<file path="src/rtl/nibble_alu_pkg.sv">
package nibble_alu_pkg;

   typedef enum logic [1:0] {
      OP_NAND = 2'b00,
      OP_OR   = 2'b01,
      OP_ADD  = 2'b10,
      OP_SUB  = 2'b11
   } alu_op_e;

   localparam int unsigned MIN_WIDTH = 2;

endpackage

</file>
<file path="src/rtl/nibble_alu_slice.sv">
// One bit of the arithmetic unit: a full adder with an optional operand invert.
module nibble_alu_slice (
   input  logic a_i,
   input  logic b_i,
   input  logic inv_i,
   input  logic c_i,
   output logic s_o,
   output logic c_o
);
   logic b_eff;
   logic half;

   always_comb begin
      b_eff = b_i ^ inv_i;
      half  = a_i ^ b_eff;
      s_o   = half ^ c_i;
      c_o   = (a_i & b_eff) | (half & c_i);
   end
endmodule

</file>
<file path="src/rtl/nibble_alu_arith.sv">
// Ripple-carry arithmetic unit. sub_i inverts B and injects the first carry.
module nibble_alu_arith #(
   parameter int unsigned W = 4
) (
   input  logic [W-1:0] a_i,
   input  logic [W-1:0] b_i,
   input  logic         sub_i,
   output logic [W-1:0] y_o,
   output logic         cout_o,
   output logic         ovf_o
);
   import nibble_alu_pkg::*;

   localparam int unsigned CW = W + 1;

   logic [CW-1:0] chain;

   initial begin
      if (W < MIN_WIDTH) $fatal(1, "nibble_alu_arith: W must be at least %0d", MIN_WIDTH);
   end

   assign chain[0] = sub_i;

   for (genvar i = 0; i < W; i++) begin : g_slice
      nibble_alu_slice u_slice (
         .a_i  (a_i[i]),
         .b_i  (b_i[i]),
         .inv_i(sub_i),
         .c_i  (chain[i]),
         .s_o  (y_o[i]),
         .c_o  (chain[i+1])
      );
   end

   assign cout_o = chain[W];
   // Signed overflow: the carry into the sign slice differs from the carry out of it.
   assign ovf_o  = chain[W] ^ chain[W-1];

   // The ripple chain must match the word-level sum of the same operands.
   always_comb begin
      assert_chain_sum_R3: assert (sub_i ||
         ({cout_o, y_o} == ({1'b0, a_i} + {1'b0, b_i})))
         else $error("ripple sum mismatch");
      assert_chain_diff_R4: assert (!sub_i ||
         ({cout_o, y_o} == ({1'b0, a_i} + {1'b0, ~b_i} + {{W{1'b0}}, 1'b1})))
         else $error("ripple difference mismatch");
   end
endmodule

</file>
<file path="src/rtl/nibble_alu_logic.sv">
// Logic unit: per-bit NAND or OR, chosen by sel_or_i.
module nibble_alu_logic #(
   parameter int unsigned W = 4
) (
   input  logic [W-1:0] a_i,
   input  logic [W-1:0] b_i,
   input  logic         sel_or_i,
   output logic [W-1:0] y_o
);
   for (genvar i = 0; i < W; i++) begin : g_bit
      logic nand_b;
      logic or_b;
      always_comb begin
         nand_b = ~(a_i[i] & b_i[i]);
         or_b   = a_i[i] | b_i[i];
         y_o[i] = sel_or_i ? or_b : nand_b;
      end
   end

   always_comb begin
      // NAND: no bit may be high where both operands are high, and every other bit must be high.
      assert_nand_R1: assert (sel_or_i || (((y_o & a_i & b_i) == '0) && ((y_o | (a_i & b_i)) == '1)))
         else $error("NAND bits wrong");
      // OR: every set operand bit is set, and nothing else is.
      assert_or_R2: assert (!sel_or_i || ((((a_i | b_i) & ~y_o) == '0) && ((y_o & ~(a_i | b_i)) == '0)))
         else $error("OR bits wrong");
   end
endmodule

</file>
<file path="src/rtl/nibble_alu.sv">
module nibble_alu #(
   parameter int unsigned W = 4
) (
   input  logic [W-1:0]   a_i,
   input  logic [W-1:0]   b_i,
   input  logic [1:0]     op_i,
   output logic [W-1:0]   result_o,
   output logic           carry_o,
   output logic           zero_o,
   output logic           ovf_o,
   output logic [2*W-1:0] units_o
);
   import nibble_alu_pkg::*;

   localparam int unsigned UW = 2 * W;

   alu_op_e     op;
   logic [W-1:0] logic_y;
   logic [W-1:0] arith_y;
   logic        arith_c;
   logic        arith_v;
   logic        arith_sel;

   initial begin
      if (W < MIN_WIDTH) $fatal(1, "nibble_alu: W must be at least %0d", MIN_WIDTH);
      if (UW != 2 * W)   $fatal(1, "nibble_alu: observation width inconsistent");
   end

   assign op        = alu_op_e'(op_i);
   assign arith_sel = (op == OP_ADD) || (op == OP_SUB);

   nibble_alu_logic #(.W(W)) u_logic (
      .a_i     (a_i),
      .b_i     (b_i),
      .sel_or_i(op_i[0]),
      .y_o     (logic_y)
   );

   nibble_alu_arith #(.W(W)) u_arith (
      .a_i   (a_i),
      .b_i   (b_i),
      .sub_i (op_i[0]),
      .y_o   (arith_y),
      .cout_o(arith_c),
      .ovf_o (arith_v)
   );

   assign units_o  = {logic_y, arith_y};
   assign result_o = arith_sel ? arith_y : logic_y;
   assign carry_o  = arith_sel & arith_c;
   assign ovf_o    = arith_sel & arith_v;
   assign zero_o   = ~|result_o;

   always_comb begin
      assert_zero_R6: assert (zero_o == (result_o == '0))
         else $error("zero flag disagrees with result");
      assert_logic_no_ovf_R7: assert (op_i[1] || !ovf_o)
         else $error("overflow raised for a logic operation");
      assert_logic_no_carry_R8: assert (op_i[1] || !carry_o)
         else $error("carry raised for a logic operation");
      assert_select_R9: assert (result_o == (op_i[1] ? units_o[W-1:0] : units_o[UW-1:W]))
         else $error("result does not follow selected unit");
   end
endmodule

</file>
<file path="config.mk">
export PLATFORM = sky130hd
export DESIGN_NAME = nibble_alu
export DESIGN_NICKNAME = d
export VERILOG_FILES = /design/src/rtl/nibble_alu_pkg.sv /design/src/rtl/nibble_alu_slice.sv /design/src/rtl/nibble_alu_arith.sv /design/src/rtl/nibble_alu_logic.sv /design/src/rtl/nibble_alu.sv
export SDC_FILE = /design/constraint.sdc
export NUM_CORES = 1
export LEC_CHECK = 0
export CAP_MARGIN = 20
export CORE_AREA = 2 2 39 41
export DETAILED_ROUTE_END_ITERATION = 10
export DIE_AREA = 0 0 41 43
export PLACE_DENSITY_LB_ADDON = 0.08
export SETUP_SLACK_MARGIN = 0.02
export SYNTH_ARGS = -nofsm -noshare
export SYNTH_HDL_FRONTEND = slang
export SYNTH_SLANG_ARGS = --single-unit
</file>
<file path="constraint.sdc">
create_clock -name vclk -period 3
set_clock_uncertainty 0.15 [all_clocks]
set_input_delay 0.3 -clock vclk [all_inputs]
set_output_delay 0.3 -clock vclk [all_outputs]
set_load 0.005 [all_outputs]
</file>
==> results of run 1 <==
[layer usage]
layer | track usage | vias to the layer above | wire length [um]
met5 | 0 | - | 0
met4 | 0 | 0 | 0
met3 | 0 | 0 | 79
met2 | 0.188 | 17 | 425
met1 | 0.147 | 185 | 401
li1 | - | 213 | -
[placed cells by master, fill, tap and decap left out]
cell type        instances
nor2b_2                  1
fa_2                     3
nor4_2                   1
nand2_1                  2
xor2_1                   5
xnor2_2                  1
nor2_1                   7
buf_2                    4
mux2i_1                  2
inv_2                    1
a21oi_1                  2
buf_4                   13
and4bb_1                 1
and2_1                   4
mux2i_2                  1
inv_1                    2
clkdlybuf4s15_1          1
a221oi_2                 3
o21bai_1                 1
nor2b_1                  2
clkdlybuf4s50_1         16
dlygate4sd2_1            4
[per-stage QoR]
stage               power [W]  worst slack [ns]  hold WS [ns]
floorplan           0.0000769             0.374         0.501
global placement     0.000166            -0.567          1.58
detailed placement   0.000166            -0.544          1.59
CTS                  0.000172            0.0443          1.16
global route         0.000185            0.0398          1.21
finish               0.000168             0.117          1.14
[timing repair]
action                     in CTS  in global routing
hold endpoints to repair        0                  0
buffers inserted                2                  0
resized for setup              28                  0
setup endpoints to repair       6                  3
pin swaps                       4                  4
[critical path, cell delays in order]
cell	delay [ns]
dlygate4sd2_1	0.27
xnor2_2	0.18
fa_2	0.21
inv_2	0.04
fa_2	0.53
nor2b_1	0.06
a221oi_2	0.21
buf_4	0.15
clkdlybuf4s50_1	0.48
[where the power goes]
group	internal (W)	switching, W
Clock	0	0
Combinational	0.000107	0.0000618
Sequential	0	0
Total	0.000107	0.0000618
[final cells by class]
cell class | count | area (um^2)
multi-input combinational | 36 | 329
tap | 16 | 20.0
inverter | 3 | 11.3
timing repair buffer | 38 | 323
fill | 146 | 701
[cells by family (layout without fill, tap and decap cells)]
| logic type | after synthesis | after routing | share of synthesized area |
|---|---|---|---|
| XOR/XNOR | 6 | 6 | 0.147 |
| AO/OA/AOI/OAI | 6 | 6 | 0.175 |
| adder cells (fa/ha/maj) | 3 | 3 | 0.168 |
| multiplexers | 3 | 3 | 0.0842 |
| buffers and inverters | 8 | 41 | 0.130 |
| AND/OR/NAND/NOR | 18 | 18 | 0.295 |
[final timing paths]
kind | end | from
setup / recovery | result_o[2] | b_i[1]
hold / removal | zero_o | op_i[0]
==> impl_metrics.yaml, run 1 <==
critical_path:
  crit_fanout: 2
  setup.worst_path.end_class: "output pin"
  worstPathRequired_ns: 2.55
  crit_type: "input pin to output pin"
  crit_path_start_kind: "input pin"
  cp.arrival_ns: 2.43
floorplanning:
  core.rowCount: 14
  io-pin-count: 25
  die_w_um: 41
  start_util: 0.258
  dieArea_um2: 1760
  core_area_um2: 1380
  die_y_um: 43
synth:
  ys.warnings.count: 0
  syn_avg_cell_area_um2: 8.10
  synth_area_um2: 357
  synth_nets: 57
  synth_cell_types: 17
  synthTopCellsByArea: "fa_1 (17%), a221oi_2 (13%), xor2_1 (12%), mux2i_1 (8.4%), buf_4 (8.4%)"
  postSynthCellCount: 44
  synthTopCellsByCount: "nor2_1 (7), xor2_1 (5), and2_1 (4), buf_4 (4)"
  yosysMostFrequentCell: "nor2_1"
  synth_top_area_cell: "fa_1"
  synth_top_cell_area_share: 0.168
  seq_area_frac_synth: 0
finish:
  seq_area_um2: 0
  fin_area_um2: 683
  diodes: 0
  syn_to_final_growth_pct: 91.6
  final_util: 0.494
  nets: 92
  drive_above_1_share: 0.364
  final-instance-count-excl-fill: 93
  nFlopsAndLatches: 0
  nClkBuffers: 0
drt:
  vias_per_cell: 4.46
  remaining_drc_errors: 0
  num_vias: 415
  ant_nets: 0
  first_pass_iters: 1
  wl_um: 907
  drt_iter0_drc: 0
  drt-wirelength-per-cell_um: 9.75
global_routing:
  grt_pass1_wl_mm: 1.41
  antenna_found_initial: 0
  first_global_vias: 368
  grt_start_max_net_pins: 10
  overflow: 0
  groute.usage.overall: 0.106
placed_design:
  port-buffer-count: 25
  finalWeightedCongestion: 0.624
  placed_cell_area_um2: 674
  dp_cells: 91
  dp_hpwl_um: 763
worst_hold_path:
  holdPathStages: 6
  worstHoldPathType: "input pin to output pin"
run:
  drv_cap: 0
sta:
  fin_crit_ns: 2.88
  finalHoldViolations: 0
  worst_pin_slew_ns: 0.329
  final_max_slew_viol_count: 0
  rsz0062_at_grt: "false"
  setup_viol: 0
  fmax_mhz: 347
  relSlewSlack: 0.780
  fin_crit_sh: 0.961
  timing.setup.tns_ns: 0
power_and_ir_drop:
  vdd_ir_drop_max_uv: 94.6
  leakagePower_nw: 0.308
  powerDensity_nw_per_um2: 246
run_status:
  status: "completed"
clock_tree:
  cts.hold.buffers_added: 0
(Power assumes the default switching activity.)
==> inputs of run 2 (changes only) <==
--- a/config.mk
+++ b/config.mk
@@ -9,8 +9,10 @@
 export CORE_AREA = 2 2 39 41
 export DETAILED_ROUTE_END_ITERATION = 10
 export DIE_AREA = 0 0 41 43
+export GPL_ROUTABILITY_DRIVEN = 0
 export PLACE_DENSITY_LB_ADDON = 0.08
 export SETUP_SLACK_MARGIN = 0.02
+export SKIP_LAST_GASP = 1
 export SYNTH_ARGS = -nofsm -noshare
 export SYNTH_HDL_FRONTEND = slang
 export SYNTH_SLANG_ARGS = --single-unit
==> impl_metrics.yaml, run 2 (same netlist as run 1, synthesis figures left out) <==
sta:
  fmax_mhz: 347
  relSlewSlack: 0.778
  fin_crit_sh: 0.961
  fin_crit_ns: 2.88
  holdWs_ns: 1.14
  finalHoldViolations: 0
  timing.setup.tns_ns: 0
  worst_pin_slew_ns: 0.332
  rsz0062_at_grt: "false"
  final_max_slew_viol_count: 0
  setup_viol: 0
power_and_ir_drop:
  comb_power_share: 1.000
  power_frac_clock: 0
  powerDensity_nw_per_um2: 246
  sw_frac_of_total: 0.365
  leakagePower_nw: 0.319
  p_int_w: 0.000107
  vdd_ir_drop_max_uv: 98.1
  power.total_w: 0.000169
  p_sw_w: 0.0000618
  sequentialPowerShare: 0
drt:
  drt_iter0_drc: 0
  wl_um: 910
  drt-wirelength-per-cell_um: 9.78
  ant_nets: 0
  first_pass_iters: 1
  num_vias: 413
  remaining_drc_errors: 0
  vias_per_cell: 4.44
floorplanning:
  dieArea_um2: 1760
  core_area_um2: 1380
  die_w_um: 41
  die_y_um: 43
  start_util: 0.258
  io-pin-count: 25
  core.rowCount: 14
critical_path:
  setup.worst_path.end_class: "output pin"
  crit_type: "input pin to output pin"
  setup.worst_path.end: "result_o[2]"
  crit_start: "b_i[1]"
  crit_fanout: 2
  crit_path_start_kind: "input pin"
  cp.arrival_ns: 2.43
  worstPathRequired_ns: 2.55
global_routing:
  antenna_found_initial: 0
  groute.usage.overall: 0.107
  grt_start_max_net_pins: 10
  first_global_vias: 374
  overflow: 0
  grt_pass1_wl_mm: 1.43
finish:
  syn_to_final_growth_pct: 92.6
  mostFrequentLayoutCell: "clkdlybuf4s50_1"
  drive_above_1_share: 0.364
  final-instance-count-excl-fill: 93
  nFlopsAndLatches: 0
  layout_common_cells: "clkdlybuf4s50_1 (16), buf_4 (13), nor2_1 (7)"
  diodes: 0
  seq_area_um2: 0
  nets: 92
  nClkBuffers: 0
placed_design:
  port-buffer-count: 25
  dp_cells: 91
  dp_hpwl_um: 763
run_status:
  status: "completed"
worst_hold_path:
  worstHoldPathType: "input pin to output pin"
clock_tree:
  cts.hold.buffers_added: 0
run:
  drv_cap: 0
[run 2: cell count changes in the layout (fill, tap and decap cells not counted), sizes merged]
| cell | change |
|---|---|
| dlymetal6s2s | +1 |
| buf | -1 |
| dlygate4sd2 | -1 |
| clkbuf | +1 |
[run 2: final cells by class]
class | instances | area, um^2
Fill cell | 145 | 697
Multi-Input combinational cell | 36 | 329
Timing Repair Buffer | 38 | 327
Tap cell | 16 | 20.0
Inverter | 3 | 11.3
[run 2: metal layers]
layer,track usage,vias up,part of all wire
met5,0,-,0
met4,0,0,0
met3,0,0,0.091
met2,0.188,17,0.46
met1,0.150,183,0.44
li1,-,213,-
[run 2: worst max-delay path: stages]
cell and delay [ns]:
dlygate4sd2_1 0.27, xnor2_2 0.18, fa_2 0.21, inv_2 0.04, fa_2 0.53, nor2b_1 0.06, a221oi_2 0.21, buf_4 0.15
clkdlybuf4s50_1 0.48
[run 2: power groups by stage]
stage | combinational (W) | clock (W) | sequential, W
after global placement | 0.000166 | 0 | 0
after CTS | 0.000175 | 0 | 0
after floorplan | 0.0000769 | 0 | 0
final | 0.000169 | 0 | 0
after global routing | 0.000186 | 0 | 0
after detailed placement | 0.000166 | 0 | 0
[run 2: how the worst min path moves through the flow]
stage | cells past startpoint | slack, ns | to | start
4_1_cts | 6 | 1.16 | zero_o | op_i[0]
3_3_place_gp | 4 | 1.58 | units_o[0] | b_i[0]
5_1_grt | 4 | 1.21 | units_o[0] | b_i[0]
6_report | 6 | 1.14 | zero_o | op_i[0]
2_1_floorplan | 1 | 0.50 | result_o[1] | op_i[1]
3_5_place_dp | 4 | 1.59 | units_o[0] | b_i[0]
[run 2: stage by stage]
| step | cell area (um^2) | setup WS [ns] | util |
|---|---|---|---|
| floorplan | 357 | 0.374 | - |
| finish | 687 | 0.117 | 0.496 |
| global route | 687 | 0.0398 | 0.496 |
| global placement | 674 | -0.567 | 0.487 |
| CTS | 689 | -0.0387 | 0.498 |
| detailed placement | 674 | -0.544 | 0.487 |
[run 2: what timing repair did]
action | 4_1_cts | 5_1_grt
pin swaps | 4 | 4
setup endpoints to repair | 6 | 4
setup buffers | 2 | 0
resized for setup | 25 | 2
==> inputs of run 3 (changes only) <==
--- a/config.mk
+++ b/config.mk
@@ -9,6 +9,7 @@
 export CORE_AREA = 2 2 39 41
 export DETAILED_ROUTE_END_ITERATION = 10
 export DIE_AREA = 0 0 41 43
+export DONT_BUFFER_PORTS = 1
 export GPL_ROUTABILITY_DRIVEN = 0
 export PLACE_DENSITY_LB_ADDON = 0.08
 export SETUP_SLACK_MARGIN = 0.02
==> impl_metrics.yaml, run 3 (same netlist as run 1, synthesis figures left out) <==
clock_tree:
  cts.hold.buffers_added: 0
  cts_resized: 0
  postCtsSetupBuffers: 0
drt:
  drt_iter0_drc: 0
  vias_per_cell: 5.29
  wl_um: 798
  remaining_drc_errors: 0
  ant_nets: 0
  drt-wirelength-per-cell_um: 14.5
  first_pass_iters: 1
  num_vias: 291
sta:
  worst_pin_slew_ns: 0.339
  relSlewSlack: 0.774
  fin_crit_sh: 0.863
  fmax_mhz: 386
  setup_viol: 0
  rsz0062_at_grt: "false"
  finalHoldViolations: 0
  final_max_slew_viol_count: 0
  fin_crit_ns: 2.59
  timing.setup.tns_ns: 0
floorplanning:
  core_area_um2: 1380
  io-pin-count: 25
  core.rowCount: 14
  die_y_um: 43
  die_w_um: 41
  start_util: 0.258
  dieArea_um2: 1760
run:
  drv_cap: 0
placed_design:
  dp_cells: 55
  port-buffer-count: 0
global_routing:
  use_met3: 0.0314
  overflow: 0
  use_met2: 0.172
  grt_start_max_net_pins: 15
  grt_pass1_wl_mm: 1.24
  first_global_vias: 297
  antenna_found_initial: 0
  groute.usage.overall: 0.0933
  top_usage_layer: "met2"
  grt_use_met1: 0.103
finish:
  seq_area_um2: 0
  drive_above_1_share: 0.128
  final-instance-count-excl-fill: 55
  nFlopsAndLatches: 0
  mostFrequentLayoutCell: "nor2_1"
  nFillCells: 152
  multiInputGateArea_um2: 310
  layout_common_cells: "nor2_1 (7), xor2_1 (5), and2_1 (4)"
  diodes: 0
  nClkBuffers: 0
  nets: 54
  syn_to_final_growth_pct: -4.21
critical_path:
  crit_fanout: 14
  crit_path_start_kind: "input pin"
  worstPathRequired_ns: 2.55
  cp.arrival_ns: 2.14
  setup.worst_path.end_class: "output pin"
  crit_type: "input pin to output pin"
power_and_ir_drop:
  leakagePower_nw: 0.138
  vdd_ir_drop_max_uv: 66.4
  powerDensity_nw_per_um2: 201
run_status:
  status: "completed"
worst_hold_path:
  worstHoldPathType: "input pin to output pin"
## run 3: cell count changes in the layout (fill, tap and decap cells not counted), moves of 3 or more
cell | previous run | this run
dlygate4sd2_1 | 3 | 0
buf_2 | 3 | 0
fa_2 | 3 | 0
clkdlybuf4s50_1 | 16 | 0
fa_1 | 0 | 3
buf_4 | 13 | 0
## run 3: cell type report
class                           count  share of cell area
Tap cell                           16              0.0586
Multi-Input combinational cell     36               0.908
Inverter                            3              0.0330
## run 3: path summary, 6_finish.rpt
kind / startpoint / cells after the start / end
min: op_i[0] / 1 / units_o[5]
max: op_i[0] / 8 / zero_o
## run 3: per-layer routing
| metal | wire (um) | up-vias |
|---|---|---|
| li1 | - | 135 |
| met1 | 293 | 138 |
| met2 | 369 | 18 |
| met3 | 134 | 0 |
| met4 | 0 | 0 |
| met5 | 0 | - |
## run 3: power by group
part	leakage (nW)	switching [W]	total (W)	internal, W
logic	0.138	0.0000376	0.0000687	0.0000311
registers	0	0	0	0
clock network	0	0	0	0
## run 3: through the flow
step | power, W | hold WS (ns) | setup WS (ns) | instance area (um^2) | util
after floorplan | 0.0000769 | 0.501 | 0.374 | 357 | -
after detailed placement | 0.0000710 | 0.511 | 0.349 | 342 | 0.247
after global placement | 0.0000704 | 0.511 | 0.343 | 342 | 0.247
final | 0.0000687 | 0.511 | 0.412 | 342 | 0.247
after global routing | 0.0000785 | 0.514 | 0.183 | 342 | 0.247
after CTS | 0.0000713 | 0.511 | 0.348 | 342 | 0.247
## run 3: critical path: stages
cell and delay [ns]:
xnor2_1 0.18, fa_1 0.20, inv_1 0.05, fa_1 0.42, fa_1 0.54, nor2b_1 0.06, a221oi_2 0.29, nor4_2 0.08
